**config.mk**
```make
export PLATFORM = sky130hd
export DESIGN_NAME = capsule_access_guard
export DESIGN_NICKNAME = d
export VERILOG_FILES = /design/src/rtl/cap_guard_pkg.sv /design/src/rtl/cap_attr_table.sv /design/src/rtl/cap_perm_decide.sv /design/src/rtl/capsule_access_guard.sv
export SDC_FILE = /design/constraint.sdc
export NUM_CORES = 1
export LEC_CHECK = 0
export BUFFER_PORTS_ARGS = -buffer_cell sky130_fd_sc_hd__buf_2
export CORE_ASPECT_RATIO = 0.6
export CORE_UTILIZATION = 45
export DETAILED_ROUTE_END_ITERATION = 12
export HOLD_SLACK_MARGIN = 0.12
export PLACE_DENSITY = 0.64
export SETUP_SLACK_MARGIN = 0.15
export SLEW_MARGIN = 5
export SYNTH_ARGS = -nofsm -noshare
export SYNTH_HDL_FRONTEND = slang
export SYNTH_SLANG_ARGS = --single-unit
export TNS_END_PERCENT = 5
```
**constraint.sdc**
```tcl
create_clock -name clk -period 2.1 [get_ports clk]
set_input_delay 0.105 -clock clk [delete_from_list [all_inputs] [get_ports clk]]
set_output_delay 0.105 -clock clk [all_outputs]
set_load 0.005 [all_outputs]
```
**src/rtl/cap_guard_pkg.sv**
```systemverilog
package cap_guard_pkg;

    localparam int CTRL_W       = 3;
    localparam int CTRL_VALID   = 0;
    localparam int CTRL_SHARED  = 1;
    localparam int CTRL_SHR_WR  = 2;

    typedef enum logic [1:0] {
        ACC_LOAD  = 2'b00,
        ACC_STORE = 2'b01,
        ACC_FETCH = 2'b10,
        ACC_RSVD  = 2'b11
    } acc_kind_e;

endpackage

```
**src/rtl/cap_attr_table.sv**
```systemverilog
module cap_attr_table
    import cap_guard_pkg::*;
#(
    parameter int NUM_CAPS = 16,
    parameter int ID_W     = 8,
    parameter int KEY_W    = 6,
    parameter int SIG_W    = 10,
    localparam int IDX_W   = (NUM_CAPS > 1) ? $clog2(NUM_CAPS) : 1
) (
    input  logic              clk,
    input  logic              rst_n,
    input  logic              wr_en,
    input  logic [IDX_W-1:0]  wr_idx,
    input  logic [ID_W-1:0]   wr_owner,
    input  logic [CTRL_W-1:0] wr_ctrl,
    input  logic [KEY_W-1:0]  wr_key,
    input  logic [SIG_W-1:0]  wr_sig,
    input  logic [IDX_W-1:0]  rd_idx,
    output logic [ID_W-1:0]   rd_owner,
    output logic [CTRL_W-1:0] rd_ctrl,
    output logic [KEY_W-1:0]  rd_key,
    output logic [SIG_W-1:0]  rd_sig
);

    typedef struct packed {
        logic [ID_W-1:0]   owner;
        logic [CTRL_W-1:0] ctrl;
        logic [KEY_W-1:0]  key;
        logic [SIG_W-1:0]  sig;
    } entry_t;

    localparam logic [IDX_W:0] DEPTH = NUM_CAPS[IDX_W:0];

    entry_t tab_d [NUM_CAPS];
    entry_t tab_q [NUM_CAPS];

    // Per-entry write decode: each entry owns its next-state logic.
    for (genvar gi = 0; gi < NUM_CAPS; gi++) begin : g_entry
        always_comb begin
            tab_d[gi] = tab_q[gi];
            if (wr_en && (wr_idx == IDX_W'(gi))) begin
                tab_d[gi].owner = wr_owner;
                tab_d[gi].ctrl  = wr_ctrl;
                tab_d[gi].key   = wr_key;
                tab_d[gi].sig   = wr_sig;
            end
        end

        always_ff @(posedge clk or negedge rst_n) begin
            if (!rst_n) begin
                tab_q[gi] <= '0;
            end else begin
                tab_q[gi] <= tab_d[gi];
            end
        end
    end

    // Read from registered state: a same-edge write is not visible yet.
    entry_t rd_ent;
    always_comb begin
        rd_ent = '0;
        if ({1'b0, rd_idx} < DEPTH) begin
            rd_ent = tab_q[rd_idx];
        end
    end

    assign rd_owner = rd_ent.owner;
    assign rd_ctrl  = rd_ent.ctrl;
    assign rd_key   = rd_ent.key;
    assign rd_sig   = rd_ent.sig;

endmodule

```
**src/rtl/cap_perm_decide.sv**
```systemverilog
module cap_perm_decide
    import cap_guard_pkg::*;
#(
    parameter int ID_W = 8
) (
    input  logic [ID_W-1:0]   active_id,
    input  logic [ID_W-1:0]   ent_owner,
    input  logic [CTRL_W-1:0] ent_ctrl,
    input  logic [1:0]        kind,
    input  logic              is_call,
    output logic              allow
);

    logic ent_valid;
    logic ent_shared;
    logic ent_shr_wr;
    logic same_cap;

    assign ent_valid  = ent_ctrl[CTRL_VALID];
    assign ent_shared = ent_ctrl[CTRL_SHARED];
    assign ent_shr_wr = ent_ctrl[CTRL_SHR_WR];
    assign same_cap   = (active_id == ent_owner);

    always_comb begin
        allow = 1'b0;
        if (ent_valid) begin
            unique case (acc_kind_e'(kind))
                ACC_LOAD:  allow = same_cap || ent_shared;
                ACC_STORE: allow = same_cap || (ent_shared && ent_shr_wr);
                ACC_FETCH: allow = same_cap || is_call;
                ACC_RSVD:  allow = 1'b0;
                default:   allow = 1'b0;
            endcase
        end
    end

endmodule

```
**src/rtl/capsule_access_guard.sv**
```systemverilog
module capsule_access_guard
    import cap_guard_pkg::*;
#(
    parameter int NUM_CAPS = 16,
    parameter int ID_W     = 8,
    parameter int KEY_W    = 6,
    parameter int SIG_W    = 10,
    localparam int IDX_W   = (NUM_CAPS > 1) ? $clog2(NUM_CAPS) : 1
) (
    input  logic              clk,
    input  logic              rst_n,
    input  logic              prog_en,
    input  logic [IDX_W-1:0]  prog_idx,
    input  logic [ID_W-1:0]   prog_owner,
    input  logic [2:0]        prog_ctrl,
    input  logic [KEY_W-1:0]  prog_key,
    input  logic [SIG_W-1:0]  prog_sig,
    input  logic              req_valid,
    input  logic [IDX_W-1:0]  req_idx,
    input  logic [1:0]        req_kind,
    input  logic              req_is_call,
    input  logic [ID_W-1:0]   active_id,
    output logic              rsp_valid,
    output logic              rsp_grant,
    output logic              rsp_fault,
    output logic [KEY_W-1:0]  rsp_key_sel,
    output logic [SIG_W-1:0]  rsp_sig_sel
);

    typedef struct packed {
        logic             valid;
        logic             grant;
        logic             fault;
        logic [KEY_W-1:0] key;
        logic [SIG_W-1:0] sig;
    } rsp_t;

    logic [ID_W-1:0]   lk_owner;
    logic [CTRL_W-1:0] lk_ctrl;
    logic [KEY_W-1:0]  lk_key;
    logic [SIG_W-1:0]  lk_sig;
    logic              lk_allow;

    cap_attr_table #(
        .NUM_CAPS (NUM_CAPS),
        .ID_W     (ID_W),
        .KEY_W    (KEY_W),
        .SIG_W    (SIG_W)
    ) u_table (
        .clk      (clk),
        .rst_n    (rst_n),
        .wr_en    (prog_en),
        .wr_idx   (prog_idx),
        .wr_owner (prog_owner),
        .wr_ctrl  (prog_ctrl),
        .wr_key   (prog_key),
        .wr_sig   (prog_sig),
        .rd_idx   (req_idx),
        .rd_owner (lk_owner),
        .rd_ctrl  (lk_ctrl),
        .rd_key   (lk_key),
        .rd_sig   (lk_sig)
    );

    cap_perm_decide #(
        .ID_W (ID_W)
    ) u_decide (
        .active_id (active_id),
        .ent_owner (lk_owner),
        .ent_ctrl  (lk_ctrl),
        .kind      (req_kind),
        .is_call   (req_is_call),
        .allow     (lk_allow)
    );

    rsp_t rsp_d, rsp_q;

    always_comb begin
        rsp_d = '0;
        if (req_valid) begin
            rsp_d.valid = 1'b1;
            rsp_d.grant = lk_allow;
            rsp_d.fault = !lk_allow;
            if (lk_allow) begin
                rsp_d.key = lk_key;
                rsp_d.sig = lk_sig;
            end
        end
    end

    always_ff @(posedge clk or negedge rst_n) begin
        if (!rst_n) begin
            rsp_q <= '0;
        end else begin
            rsp_q <= rsp_d;
        end
    end

    assign rsp_valid   = rsp_q.valid;
    assign rsp_grant   = rsp_q.grant;
    assign rsp_fault   = rsp_q.fault;
    assign rsp_key_sel = rsp_q.key;
    assign rsp_sig_sel = rsp_q.sig;

endmodule

```
Word-level counts from Yosys, hierarchy flattened. Index checks and enable logic that the tools add are counted.

Bits in latches: 0. Input bits: 50. Memories: 0. Memory bits (read-only): 0. Memory bits (writable): 0. Word-level logic and storage cells: 120. Bits in registers: 451.

Muxes and demuxes: 7. Shift-type cells: 0. Bitwise gates (word level): 1. $add $sub $neg: 0. Multiply operators: 0. Magnitude comparators: 1. Reduce and logical (&&, ||, !) cells: 23. Divide/modulo/power cells: 0. Equality and inequality tests: 19.

Operators with widths (number): 27-bit binary-select mux with 4-bit select (1); 27-bit two-way mux (2); 4-bit == test, second input constant (8); 19-bit two-way mux (1); 1-bit logical AND (17); 4-bit by 3-bit == test with 1-bit output, second input constant (4); 16-bit two-way mux (1); 4-bit by 2-bit == test with 1-bit output, second input constant (2); 8-bit == test (1); 5-bit greater-or-equal comparator, second input constant (1); 4-bit inverter with 5-bit output (1); 2-bit == test, second input constant (2); 4-bit by 1-bit == test with 1-bit output, second input constant (1); 4-bit logical NOT (1); 1-bit case mux with 4 select lines (1); 1-bit logical OR (3); 2-bit by 1-bit == test with 1-bit output, second input constant (1); 2-bit logical NOT (1); 1-bit logical NOT (1); 1-bit two-way mux (1).

Longest topological paths before layout. Gate-level depths: netlist of the first run.

Depth after elaboration: 10. Mapped depth: 11. Mapped depth without buffers: 8.

Modules after synthesis. Synthesis of the first run repeated with hierarchy kept, for this count alone.

Cell total of the unflattened synthesis: 1241. Area total of the unflattened synthesis: 20100.5 um2.

By module, submodules not included: cap_attr_table (sequential area each 10810.4 um2, instances 1, area an instance 19312.3 um2, cells an instance 1181); capsule_access_guard (sequential area each 475.5 um2, instances 1, area an instance 624.3 um2, cells an instance 39); cap_perm_decide (sequential area each 0.0 um2, instances 1, area an instance 163.9 um2, cells an instance 21).

Worst setup path before layout of the first run. Ideal clock, no wire load.

Path type: register to register. Start point: register u_table.tab_q[126] (netlist name). End point: register rsp_q (netlist bit rsp_key_sel[0]). Arrival time: 1.984 ns. Path buffers: 1. Clock period less this slack: 2.114 ns. Stages on the path, launching flop included: 8. Setup time: 0.129 ns. Slack: -0.014 ns. Cell sequence: dfrtp_1 > mux4_1 > mux2_2 > o311ai_1 > o22ai_1 > a41oi_4 > buf_6 > nor3_2.

RTL lines: from (decl) (line cap_attr_table.sv:35) `entry_t tab_q [NUM_CAPS];`; from (signal, indexed assignment) (line cap_attr_table.sv:53) `tab_q[gi] <= tab_d[gi];`; to (signal assigned) (line capsule_access_guard.sv:95) `rsp_q <= rsp_d;`; to (decl) (line capsule_access_guard.sv:76) `rsp_t rsp_d, rsp_q;`.

==> out/summary.md, run 1 <==
The flow ran to the end, but the final reports show violations. The final reports fail on setup timing. The detailed router used layers up to and including met4. For the design area, the log shows 23800 sq um.

After global routing the overflow that remains totals 0. The first-pass GRT wire length is 78600 um, and the number of cells produced by synthesis is 1256. After detailed routing, the total wire length is 50000 um.

The tree built by TritonCTS fans out to 451 sinks. For the worst setup path, the data arrival time is 2700 ps. The logs give 0 for the number of slew-limit violations in the final report and 69 for the boundary pin count. The number of clock buffers added by TritonCTS is 42. For this design, the slowest cell found on the critical path is mux4_2. Walking the worst path, the cells encountered are mux4_2 -> mux2i_1 -> buf_4 -> xnor2_2 -> o31ai_2 -> a41oi_4 -> buf_12 -> o21a_1.

The category of the worst setup path launch point was a flip-flop. In this run the clock root is driven by a clkbuf_16. For this block, the initial DRC count from the detailed router was 836.

The final route contains 11500 vias. The number of synthesized register bits was 451; the maximum buffer depth of the clock tree was 3. The tools report the power after layout as 24000 uW. The floorplan die height works out to 167 um. The logs give -1680 ps for the final total negative setup slack and 0 for the yosys synthesis warning count. The power density over the cells was 1000 nW/um^2.

The area of the core was 44700 sq um; the final net count was 1433. The post-synthesis sequential area ratio was 0.553. At the worst endpoint, the required time is 2540 ps. The proportion of layout cells with a drive suffix above 1 is 0.571.

After detailed routing, the number of remaining DRC violations is 0. The worst setup path is of the flip-flop to flip-flop kind. The final worst slack is -161 ps. The clock transition time at the flip-flop clock pins of the worst setup and hold paths came out at 60 ps.

The tools report the type of destination of the critical path as a flip-flop. The minimum clock period was 2260 ps. The run gives 0.0103 uW as the leakage power figure. Effective utilization at floorplan: 0.456.

The relative slew slack is 0.433, and the average size of a mapped cell is 16.2 sq um. The detail route stage leaves a number of antenna-violating nets equal to 0. In this run the horizontal extent of the chip is 277 um.

The worst setup slack for register-to-register paths came out at -160 ps. The share of the clock period used by the worst path is 1.08. Setup violations remaining at the end of the flow were counted as 18.

Row count: 60. After detailed routing, the average wire length per cell comes to 25.0 um. The H-tree was split into 2 levels. Setup repair after global routing could not meet its margin everywhere. The logs give 30100 um for the half-perimeter wire length after placement and 0 for the number of hold-slack violations in the final timing report. Together, buffers and inverters on the worst path number 2. The logs give 442 MHz for the timing-limited maximum frequency and 22600 um for the detailed route wirelength on metal2.

Across the run, the number of max-cap violations was 0. For this run, the leading register cell type out of synthesis is dfrtp_1. Summing all placed instances gives a cell area of 22100 sq um.

The first detailed-routing pass ran for 5 iterations. Counting every net in the synthesized netlist gives 1309. Entering global routing, the biggest net connects 62 pins. The cell family contributing the most delay on the critical path is compound AO/OA/AOI/OAI gates. The class of the tightest hold or removal check was input port to asynchronous set/reset pin.

For the worst-skew pair, the clock arrives at the later sink with an insertion delay of 560 ps. The worst-case clock skew was 16.4 ps; the all-layer global routing usage was 0.225. Cell count after placement: 1894. The congestion estimate from routability-driven global placement came to 0.794. Buffers placed on the I/O ports in this run total 68.

The transition time at the pin with the least slew margin was 848 ps. The run gives 2002 as the final standard cell count with taps included and fillers excluded. The async set or reset register ratio after synthesis was 1.00; the via density per instance was 5.75. The logs give 12300 for the number of global-route vias before repair and 0 for the number of diodes. In this run, synthesis inferred 0 flip-flops with an integrated enable. The signed area change from the synthesized netlist to the final layout works out to 16.8%. The tools report the length of routed wiring on met1 as 24500 um. The worst-case IR drop observed on VDD is 0.622 mV. Count of cell types in the netlist: 38. The layout filler cell count came out at 3598. The maximum fanout along the worst path was 18.

Detailed routing placed a total of 2080 um of wire on met3. The die covers 46200 sq um. The run gives 20400 sq um as the cell area after synthesis. The tools report the initial antenna violation count as 0. TritonCTS built the clock tree.

Delay of the slowest cell on the worst path: 470 ps.
routing by layer:
| layer | up-vias | GRT usage |
|---|---|---|
| met2 | 198 | 0.339 |
| met1 | 6299 | 0.342 |
| met4 | 0 | 0.0507 |
| met5 | - | 0 |
| li1 | 4943 | - |
| met3 | 65 | 0.0383 |
Yosys cell counts, types with 2 or more instances:
cell type / instances / area share
a221oi_1: 3 / 0.0013
buf_1: 7 / 0.0013
buf_2: 14 / 0.0034
buf_4: 9 / 0.0033
buf_6: 3 / 0.0017
clkbuf_1: 69 / 0.013
dfrtp_1: 451 / 0.55
ha_1: 3 / 0.0018
inv_1: 3 / 0.00055
mux2_2: 439 / 0.24
mux2i_1: 32 / 0.016
mux4_1: 15 / 0.019
mux4_2: 98 / 0.11
nand2_1: 24 / 0.0044
nand2b_1: 7 / 0.0021
nand3_1: 3 / 0.00074
nand3b_1: 7 / 0.0026
nand4_1: 3 / 0.00092
nor2_1: 14 / 0.0026
nor2b_1: 2 / 0.00061
nor3_1: 6 / 0.0015
nor3_2: 9 / 0.0044
nor3b_1: 2 / 0.00074
o22ai_1: 4 / 0.0012
or3_1: 2 / 0.00061
xnor2_1: 11 / 0.0047
xor2_1: 5 / 0.0021
layout make-up:
| cell class | count | area [sq um] | share of cell area |
|---|---|---|---|
| clock buffer | 51 | 1150 | 0.0481 |
| timing repair buffer | 182 | 1620 | 0.0678 |
| clock inverter | 26 | 248 | 0.0104 |
| multi-input combinational | 700 | 8800 | 0.369 |
| tap | 589 | 737 | 0.0309 |
| sequential | 451 | 11300 | 0.473 |
| inverter | 3 | 11.3 | 0.000472 |
worst register-to-register path, delay by kind of cell (launching register included):
family	cells	cell delay, ps
compound gates	3	700
mux	2	640
flops	1	390
buf+inv	2	340
xor+xnor	1	70
report_power, final:
| group | internal (uW) | switching [uW] |
|---|---|---|
| sequential | 10600 | 969 |
| clock | 4410 | 3410 |
| combinational | 2840 | 1690 |
flip-flops by register name (all words and copies together), names as in the netlist:
name / flops
rsp_fault: 1
rsp_grant: 1
rsp_key_sel: 6
rsp_sig_sel: 10
rsp_valid: 1
u_table.tab_q: 432
final timing paths:
| check | to | start | cells past startpoint |
|---|---|---|---|
| setup / recovery | rsp_fault | u_table.tab_q[23] | 8 |
| hold / removal | u_table.tab_q[398] | rst_n | 3 |
| setup reg to reg | rsp_fault | u_table.tab_q[23] | 8 |
| hold reg to reg | u_table.tab_q[209] | u_table.tab_q[209] | 1 |
| max in group asynchronous | u_table.tab_q[131] | rst_n | 3 |
| min in group clk | u_table.tab_q[279] | prog_en | 5 |
logic make-up after synthesis:
group,share of synthesized area
AO/OA/AOI/OAI,0.00797
XOR/XNOR,0.00687
adder cells (fa/ha/maj),0.00184
multiplexers,0.385
flip-flops,0.553
buffers and inverters,0.0229
AND/OR/NAND/NOR,0.0220
per-stage QoR:
step                       util  setup WS (ps)  hold slack [ps]
after floorplan               -          -13.6             -191
after global placement    0.493           -331              107
after detailed placement  0.493           -369              116
after CTS                 0.532           -179              261
after global routing      0.533           -207              283
final                     0.533           -161              273
cell usage in the layout (no fill, tap or decap), types with 10 or more instances in the layout:
master         synthesis  routed
dlygate4sd3_1          0      30
mux2_2               439     438
buf_4                  9      60
clkinv_2               0      16
mux2i_1               32      32
clkbuf_16              0      43
nor3_2                 9      10
buf_12                 0      26
buf_2                 14      64
nand2_1               24      23
dfrtp_1              451     451
mux4_2                98     103
mux4_1                15      10
what timing repair did:
action / 4_1_cts / 5_1_grt
endpoints found under the hold margin: 902 / 0
hold buffers: 31 / 0
pin swaps: 4 / 2
setup endpoints to repair: 18 / 18
resized for setup: 7 / 12
buffers inserted: 0 / 0
Note: power is estimated with default switching activity, not from simulation.
==> inputs of run 2 (changes only) <==
- SYNTH_HIERARCHICAL: default -> 1
==> run 2 against run 1 <==
The run still ends with setup timing left. Clock-buffer cell count increased by 10. Non-clock buffer count decreased by 2. First-iteration DRC count fell by 3.7%. Sequential power about the same. Routed wire length increased by 4.5%. Synthesized cell count shrank 1.2%. Die area down 1.5%. Register-to-register slack got worse by 400 ps.
==> out/summary.md, run 2 <==
The flow ran to the end, but the final reports show violations. The checks that failed: setup timing. Of all nets on the critical path, the largest fanout is 5. Most frequent cell after synthesis: dfrtp_1. The number of cell instances on the worst register-to-register path is 10, and the cell area after synthesis is 20100 sq um. When the netlist entered floorplanning its net count stood at 1294. The type of destination of the critical path was a flip-flop.

Adder and majority cell fraction of the synthesized area: 0.00187. The all-layer global routing usage was 0.240. The number of flip-flops under the largest register name works out to 432. TritonCTS built the clock tree. The root cell of the clock tree was clkbuf_16. Counting the fill cells in the layout gives 3589. The count of nets left with antenna violations once routing finished came out at 0.

The startpoint identified for the worst register-to-register timing path is u_table/tab_q[25]. For the final standard cell count with taps included and fillers excluded, the log shows 1976. In this run the static leakage power is 0.0103 uW.

The maximum number of pins on one net before global-route repair came out at 86. The cell type with the largest total area after synthesis was dfrtp_1. After floorplanning, the core was divided into 59 placement rows. The die is 166 um tall.

The number of slew-limit violations in the final report was 0; the number of synthesized register bits was 451. Relative to the synthesized area, the layout overhead comes to 17.2%. The number of global-route vias before repair was 12200.

The final core utilization was 0.539. Across the run, the number of max-cap violations was 0. For the worst setup path, the data required time is 2530 ps. For the worst setup path, the data arrival time is 3090 ps. The endpoint identified for the worst register-to-register timing path is rsp_fault. The number of DRC markers in iteration 0 is 805, and the post-synthesis sequential area ratio is 0.561. The critical path is of the flip-flop to flip-flop type. The logs give 18 for the final number of setup-violating endpoints and 5 for the number of detailed-routing iterations run before antenna repair. The logs give 20.1 ps for the worst-case clock skew and 11600 for the via count of the routed design. Port buffering added 68 buffers.

The via density per instance is 5.89. Yosys mapped a number of flops with a built-in enable equal to 0. In this run, placement finished with an instance count of 1860.

Top-area cell type share of the netlist area: 0.561. For the yosys synthesis warning count, the log shows 6. The min-delay analysis places its worst path in the category input port to asynchronous set/reset pin.

The wire-length estimate of the detail-placed layout is 32000 um. For the initial antenna violation count, the log shows 3. The signal on the critical path passes through mux4_2 -> a22oi_1 -> nand2_2 -> xor2_1 -> nor4_4 -> a21oi_2 -> nor3b_4 -> buf_6 -> buf_8 -> and2b_2. The multiplexer area fraction after synthesis is 0.363, and the number of sinks on the clock net is 451. The most common flop cell mapped by yosys was dfrtp_1. The delay of the slowest cell on the worst path is 490 ps, and the post-detailed-placement cell area is 21600 sq um. Across the VDD grid, the largest voltage drop is 0.590 mV. The final total negative setup slack was -9210 ps; the latest clock arrival within the worst-skew pair was 560 ps.

After layout, the design draws a total of 23800 uW. Buffers inserted during clock tree synthesis total 44. Synthesis produced 1241 cells. Final worst slack: -556 ps. The main combinational cell family by area after synthesis was multiplexers. The share of the clock period used by the worst path is 1.26. For the worst setup slack for register-to-register paths, the log shows -560 ps. Dividing the detail-routed wire length by the instance count gives 26.5 um.

The longest clock path from root to sink contains 3 buffers. The logs give 81100 um for the first-pass GRT wire length and 52300 um for the total routed wirelength. The slowest library cell on the worst path was mux4_2. The die covers 45500 sq um. The compound-cell area share of the yosys netlist works out to 0.0210. The async set or reset register ratio after synthesis was 1.00; the minimum clock period was 2660 ps. The run gives 0.521 as the relative slew slack. The parity-gate share of the synthesized area counting xor and xnor cells was 0.00349. The area fraction in and, or, nand and nor cells after synthesis is 0.0230, and the average size of a mapped cell is 16.2 sq um. The library cells used most frequently in the layout, excluding fill and tap cells, are 451 x dfrtp_1, 425 x mux2_2, 108 x mux4_2.

The proportion of layout cells with a drive suffix above 1 was 0.571; the x dimension of the die was 275 um. For the pin with the worst max-slew slack, the measured transition is 716 ps. For the number of hold-slack violations in the final timing report, the log shows 0. Ranked by total cell area, the synthesized netlist is headed by dfrtp_1 56%, mux2_2 24%, mux4_2 12%, a22oi_1 2.0%, buf_2 1.0%. The top register by number of flip-flops is u_table/tab_q. The number of H-tree levels is 2.

In the synthesized netlist, the cells that appear most often are 451 x dfrtp_1, 425 x mux2_2, 108 x mux4_2. The library cell used most frequently in the layout, excluding fill and tap cells, is dfrtp_1. The total grt overflow was 0.

The effective utilization at floorplan was 0.460; the design area was 23600 sq um. STA classifies the critical path startpoint as a flip-flop. 69 I/O pins were placed.

For this design the ratio of total power to cell area is 1010 nW/um^2. After the last flow step, the layout net total stands at 1418. The timing-limited maximum frequency is 376 MHz. Clock-pin slew was measured on the worst setup and hold paths at 60 ps. In the routed design, unresolved DRC markers number 0. The netlist uses 32 different library cells. The area of the core was 43700 sq um. Setup repair after global routing could not meet its margin everywhere. The routability congestion estimate is 0.785.
[run 2: changes by cell type in the layout (fill, tap and decap cells not counted), moves of 7 or more]
cell,delta
a22oi_1,+50
buf_4,-8
and3_1,+8
mux2i_1,-32
and3_2,+9
mux2_2,-13
mux4_1,-10
xnor2_1,-9
nor3_2,-10
mux2_1,+7
[run 2: how the worst max path moves through the flow]
stage	to	from	depth (start not counted)
6_report	rsp_fault	u_table/tab_q[25]	10
5_1_grt	rsp_fault	u_table/tab_q[350]	10
4_1_cts	rsp_fault	u_table/tab_q[215]	10
3_5_place_dp	rsp_fault	req_idx[0]	11
3_3_place_gp	rsp_fault	req_idx[0]	11
2_1_floorplan	rsp_sig_sel[6]	req_idx[0]	12
[run 2: repair_timing]
action	4_1_cts	5_1_grt
pin swaps	9	5
cloned	2	0
gates resized for setup	14	3
endpoints found under the setup margin	18	18
hold buffers	30	0
setup buffers	5	1
hold endpoints to repair	902	0
[run 2: layout make-up]
type | instances | area (sq um) | share of cell area
Clock inverter | 15 | 153 | 0.00648
Multi-Input combinational cell | 685 | 8430 | 0.358
Tap cell | 579 | 724 | 0.0307
Antenna cell | 2 | 5.00 | 0.000212
Clock buffer | 61 | 1290 | 0.0546
Timing Repair Buffer | 180 | 1670 | 0.0707
Sequential cell | 451 | 11300 | 0.479
Inverter | 3 | 11.3 | 0.000478
[run 2: kinds of logic after synthesis]
family	count (synthesis)
xor gates and xnor gates	8
AOI/OAI and AO/OA	57
adders and majority gates	3
and+or+nand+nor	77
DFF	451
buffers and inverters	105
muxes	540
[run 2: power by group]
part           switching [uW]  leakage (uW)  internal [uW]
clock network            3330      0.000719           4630
registers                 998       0.00556          10600
logic                    1590       0.00402           2660
[run 2: per-stage QoR]
stage / setup WS (ps) / hold WS, ps
after floorplan: -289 / -191
after global placement: -686 / 36.6
after detailed placement: -712 / 37.6
after CTS: -519 / 181
after global routing: -644 / 207
final: -556 / 203
[run 2: routing by layer]
| metal | GRT usage | share of wire |
|---|---|---|
| met2 | 0.335 | 0.43 |
| met1 | 0.387 | 0.50 |
| met3 | 0.0449 | 0.057 |
| met4 | 0.0500 | 0.018 |
| met5 | 0 | 0.00015 |
[run 2: worst max-delay path, delay by kind of cell, from the launching register on]
family	cells	cell delay, ps
AO/OA/AOI/OAI	2	320
XOR/XNOR	1	180
buffers and inverters	2	260
flip-flops	1	370
multiplexers	1	490
AND/OR/NAND/NOR	4	890
==> inputs of run 3 (changes only) <==
- CELL_PAD_IN_SITES_DETAIL_PLACEMENT: default -> 0
- CELL_PAD_IN_SITES_GLOBAL_PLACEMENT: default -> 1
- CORE_UTILIZATION: 45 -> 48
- PLACE_DENSITY: 0.64 -> 0.77
- SLEW_MARGIN: 5 -> default
==> run 3 against run 2 <==
The flow still finishes with violations (setup timing). Utilization is 3.3 points higher. Worst hold slack lost 54 ps. Total power decreased by 0.57%. Clock power decreased by 0.6%. Final cell count fell by 1.9%. Combinational power down 2%. Critical path depth decreased by 1. Sequential power about the same. Clock-buffer cell count grew 1. Register-to-register slack gained 130 ps. Maximum frequency rose by 5.3%.
==> out/summary.md, run 3 (synthesis results as in run 2) <==
Dividing total power by cell area gives a power density of 1010 nW/um^2. The detailed-route wire length per cell was 26.2 um. The number of clock buffers added by TritonCTS is 43. For the timing-limited maximum frequency, the log shows 396 MHz. The path class of the tightest hold or removal check is input port to flip-flop. Data on the critical path is required at its endpoint by 2540 ps. For the final worst slack, the log shows -422 ps. STA classifies the critical path startpoint as a flip-flop.

For this run, the post-layout net count is 1402. For the worst-case clock skew, the log shows 7.02 ps. The first-pass GRT wire length is 77800 um, and the minimum clock period is 2520 ps. The area of the core was 40900 sq um; the boundary pin count was 69. The placed instances occupy a cell area of 21600 sq um.

The top cell types in the final layout, fill and taps aside, are 451 x dfrtp_1, 425 x mux2_2, 108 x mux4_2. The clock transition time at the flip-flop clock pins of the worst setup and hold paths came out at 60 ps. The signed area change from the synthesized netlist to the final layout was 16.3%.

The signal on the critical path passes through mux4_2 -> a22oi_2 -> nand2_1 -> xor2_1 -> nor4_1 -> a21oi_1 -> nor3b_2 -> buf_12 -> and2b_2. The layout filler cell count came out at 3142. Setup repair after global routing could not meet its margin everywhere. Leaving out fill and tap cells, the most frequent cell in the layout is dfrtp_1. The run gives 0 as the detailed-route DRC error count. CTS saw 451 sinks. Using the TritonRoute via totals, the vias-per-cell ratio works out to 5.92.

The half-perimeter wire length after placement is 29300 um. The worst setup path is captured at a flip-flop. The maximum vdd ir drop is 0.686 mV, and the number of maximum-capacitance constraint violations is 0. After global routing the overflow that remains totals 0.

The row count came out at 57. The final number of setup-violating endpoints came out at 18. The count of port buffers added during placement is 68, and the worst setup slack for register-to-register paths is -420 ps. On the worst path, the slowest cell contributes a delay of 470 ps. The design area was 23400 sq um. Critical path start-end classification: flip-flop to flip-flop. The tools report the floorplan die area as 42700 sq um. The tools report the startpoint of the most critical setup path as u_table/tab_q[157]. The register with the most flip-flops in the final layout is u_table/tab_q. CTS built an H-tree with a depth of 2.

Hold timing on the final database bottoms out at a slack of 149 ps. The run gives 12100 as the number of global-route vias before repair. The final antenna-violating net count came out at 0. The logs give 5 for the number of detailed-routing iterations run before antenna repair and 0.739 for the routability congestion estimate.

The number of diodes is 0, and the total routed wirelength is 50800 um. The root cell of the clock tree is clkbuf_16. In this run the worst path has a maximum fanout of 18. In this run the critical register-to-register path is launched from u_table/tab_q[157]. The run gives 1830 as the cell count after placement. The effective utilization at floorplan was 0.492. TritonCTS built the clock tree.

The run gives 0 as the initial antenna violation count. At the later pin of the worst-skew pair, clock insertion delay measures 550 ps. The routed layout has 11500 vias. Transition time at the pin with the least slew margin: 641 ps. The number of flip-flops under the largest register name came out at 432. The number of cell instances on the worst register-to-register path was 9. The maximum buffer depth of the clock tree is 3. The capturing point of the worst reg2reg path was rsp_fault.

The all-layer global routing usage was 0.245; the maximum number of pins on one net before global-route repair was 81. Share of the clock period used by the worst path: 1.20. The die is 161 um tall. The slowest library cell on the worst path is mux4_2.

Data arrives at the worst endpoint at 2960 ps. The cell count of the worst hold path is 4, and the number of DRC markers in iteration 0 is 814. For the relative slew slack, the log shows 0.573.

The tools report the capture point of the worst path as rsp_fault. The final reports fail on setup timing. The finished layout holds 1938 standard cells, fillers aside.

The run finished, with violations left. In this run the static leakage power is 0.0102 uW. The x dimension of the die works out to 266 um.

The logs give 0 for the number of hold-slack violations in the final timing report and 0 for the number of slew-limit violations in the final report. The proportion of layout cells with a drive suffix above 1 is 0.561.
-- run 3: cell types whose count changed in the layout (fill, tap and decap cells not counted), moves of 2 or more --
cell           change
clkbuf_1           +2
buf_4             -17
diode_2            -2
dlygate4sd3_1      +4
clkbuf_16          -2
clkinv_2           -6
inv_6              +3
-- run 3: what timing repair did --
item / 4_1_cts / 5_1_grt
hold endpoints to repair: 902 / 5
hold buffers: 31 / 3
gates cloned: 0 / 0
pin swaps: 4 / 0
setup endpoints to repair: 18 / 18
resized for setup: 8 / 1
setup buffers: 0 / 0
-- run 3: worst min-delay path by stage --
| stage | from | end | slack (ps) |
|---|---|---|---|
| after floorplan | rst_n | rsp_fault | -190 |
| after global placement | rst_n | u_table/tab_q[422] | 90 |
| after detailed placement | rst_n | u_table/tab_q[422] | 110 |
| after CTS | rst_n | u_table/tab_q[44] | 80 |
| after global routing | prog_en | u_table/tab_q[166] | 160 |
| final | prog_en | u_table/tab_q[166] | 150 |
-- run 3: worst max-delay path: cells and delay by family, from the launching register on --
family / cells / cell delay [ps]
compound gates: 2 / 370
mux: 1 / 470
buf+inv: 1 / 170
simple gates: 4 / 830
xor+xnor: 1 / 180
flops: 1 / 390
-- run 3: area by class of cell --
cell class / count / area (sq um) / area share
well taps: 560 / 701 / 0.0300
multi-input cells: 685 / 8400 / 0.359
flip-flops and latches: 451 / 11300 / 0.483
clock inverters: 12 / 171 / 0.00733
clock buffers: 62 / 1260 / 0.0538
inverters: 3 / 11.3 / 0.000482
repair buffers: 165 / 1550 / 0.0661
-- run 3: where the power goes --
part | switching [uW] | leakage, uW | internal, uW
Combinational | 1550 | 0.00392 | 2620
Sequential | 994 | 0.00556 | 10600
Clock | 3260 | 0.000708 | 4640
Total | 5810 | 0.0102 | 17900
-- run 3: routing by layer --
metal	global-route usage	wire length [um]	vias up	part of all wire
li1	-	-	4825	-
met1	0.371	24100	6279	0.47
met4	0.0517	904	0	0.018
met2	0.370	23000	311	0.45
met3	0.0480	2860	63	0.056
met5	0	0	-	0
-- run 3: stage by stage --
stage	setup TNS, ps	total power, uW	setup slack, ps	util
after global placement	-8920	15600	-583	0.528
after floorplan	-4460	14500	-289	-
after global routing	-7480	24800	-514	0.572
after CTS	-5550	23900	-408	0.571
final	-5800	23700	-422	0.572
after detailed placement	-8740	15800	-588	0.528
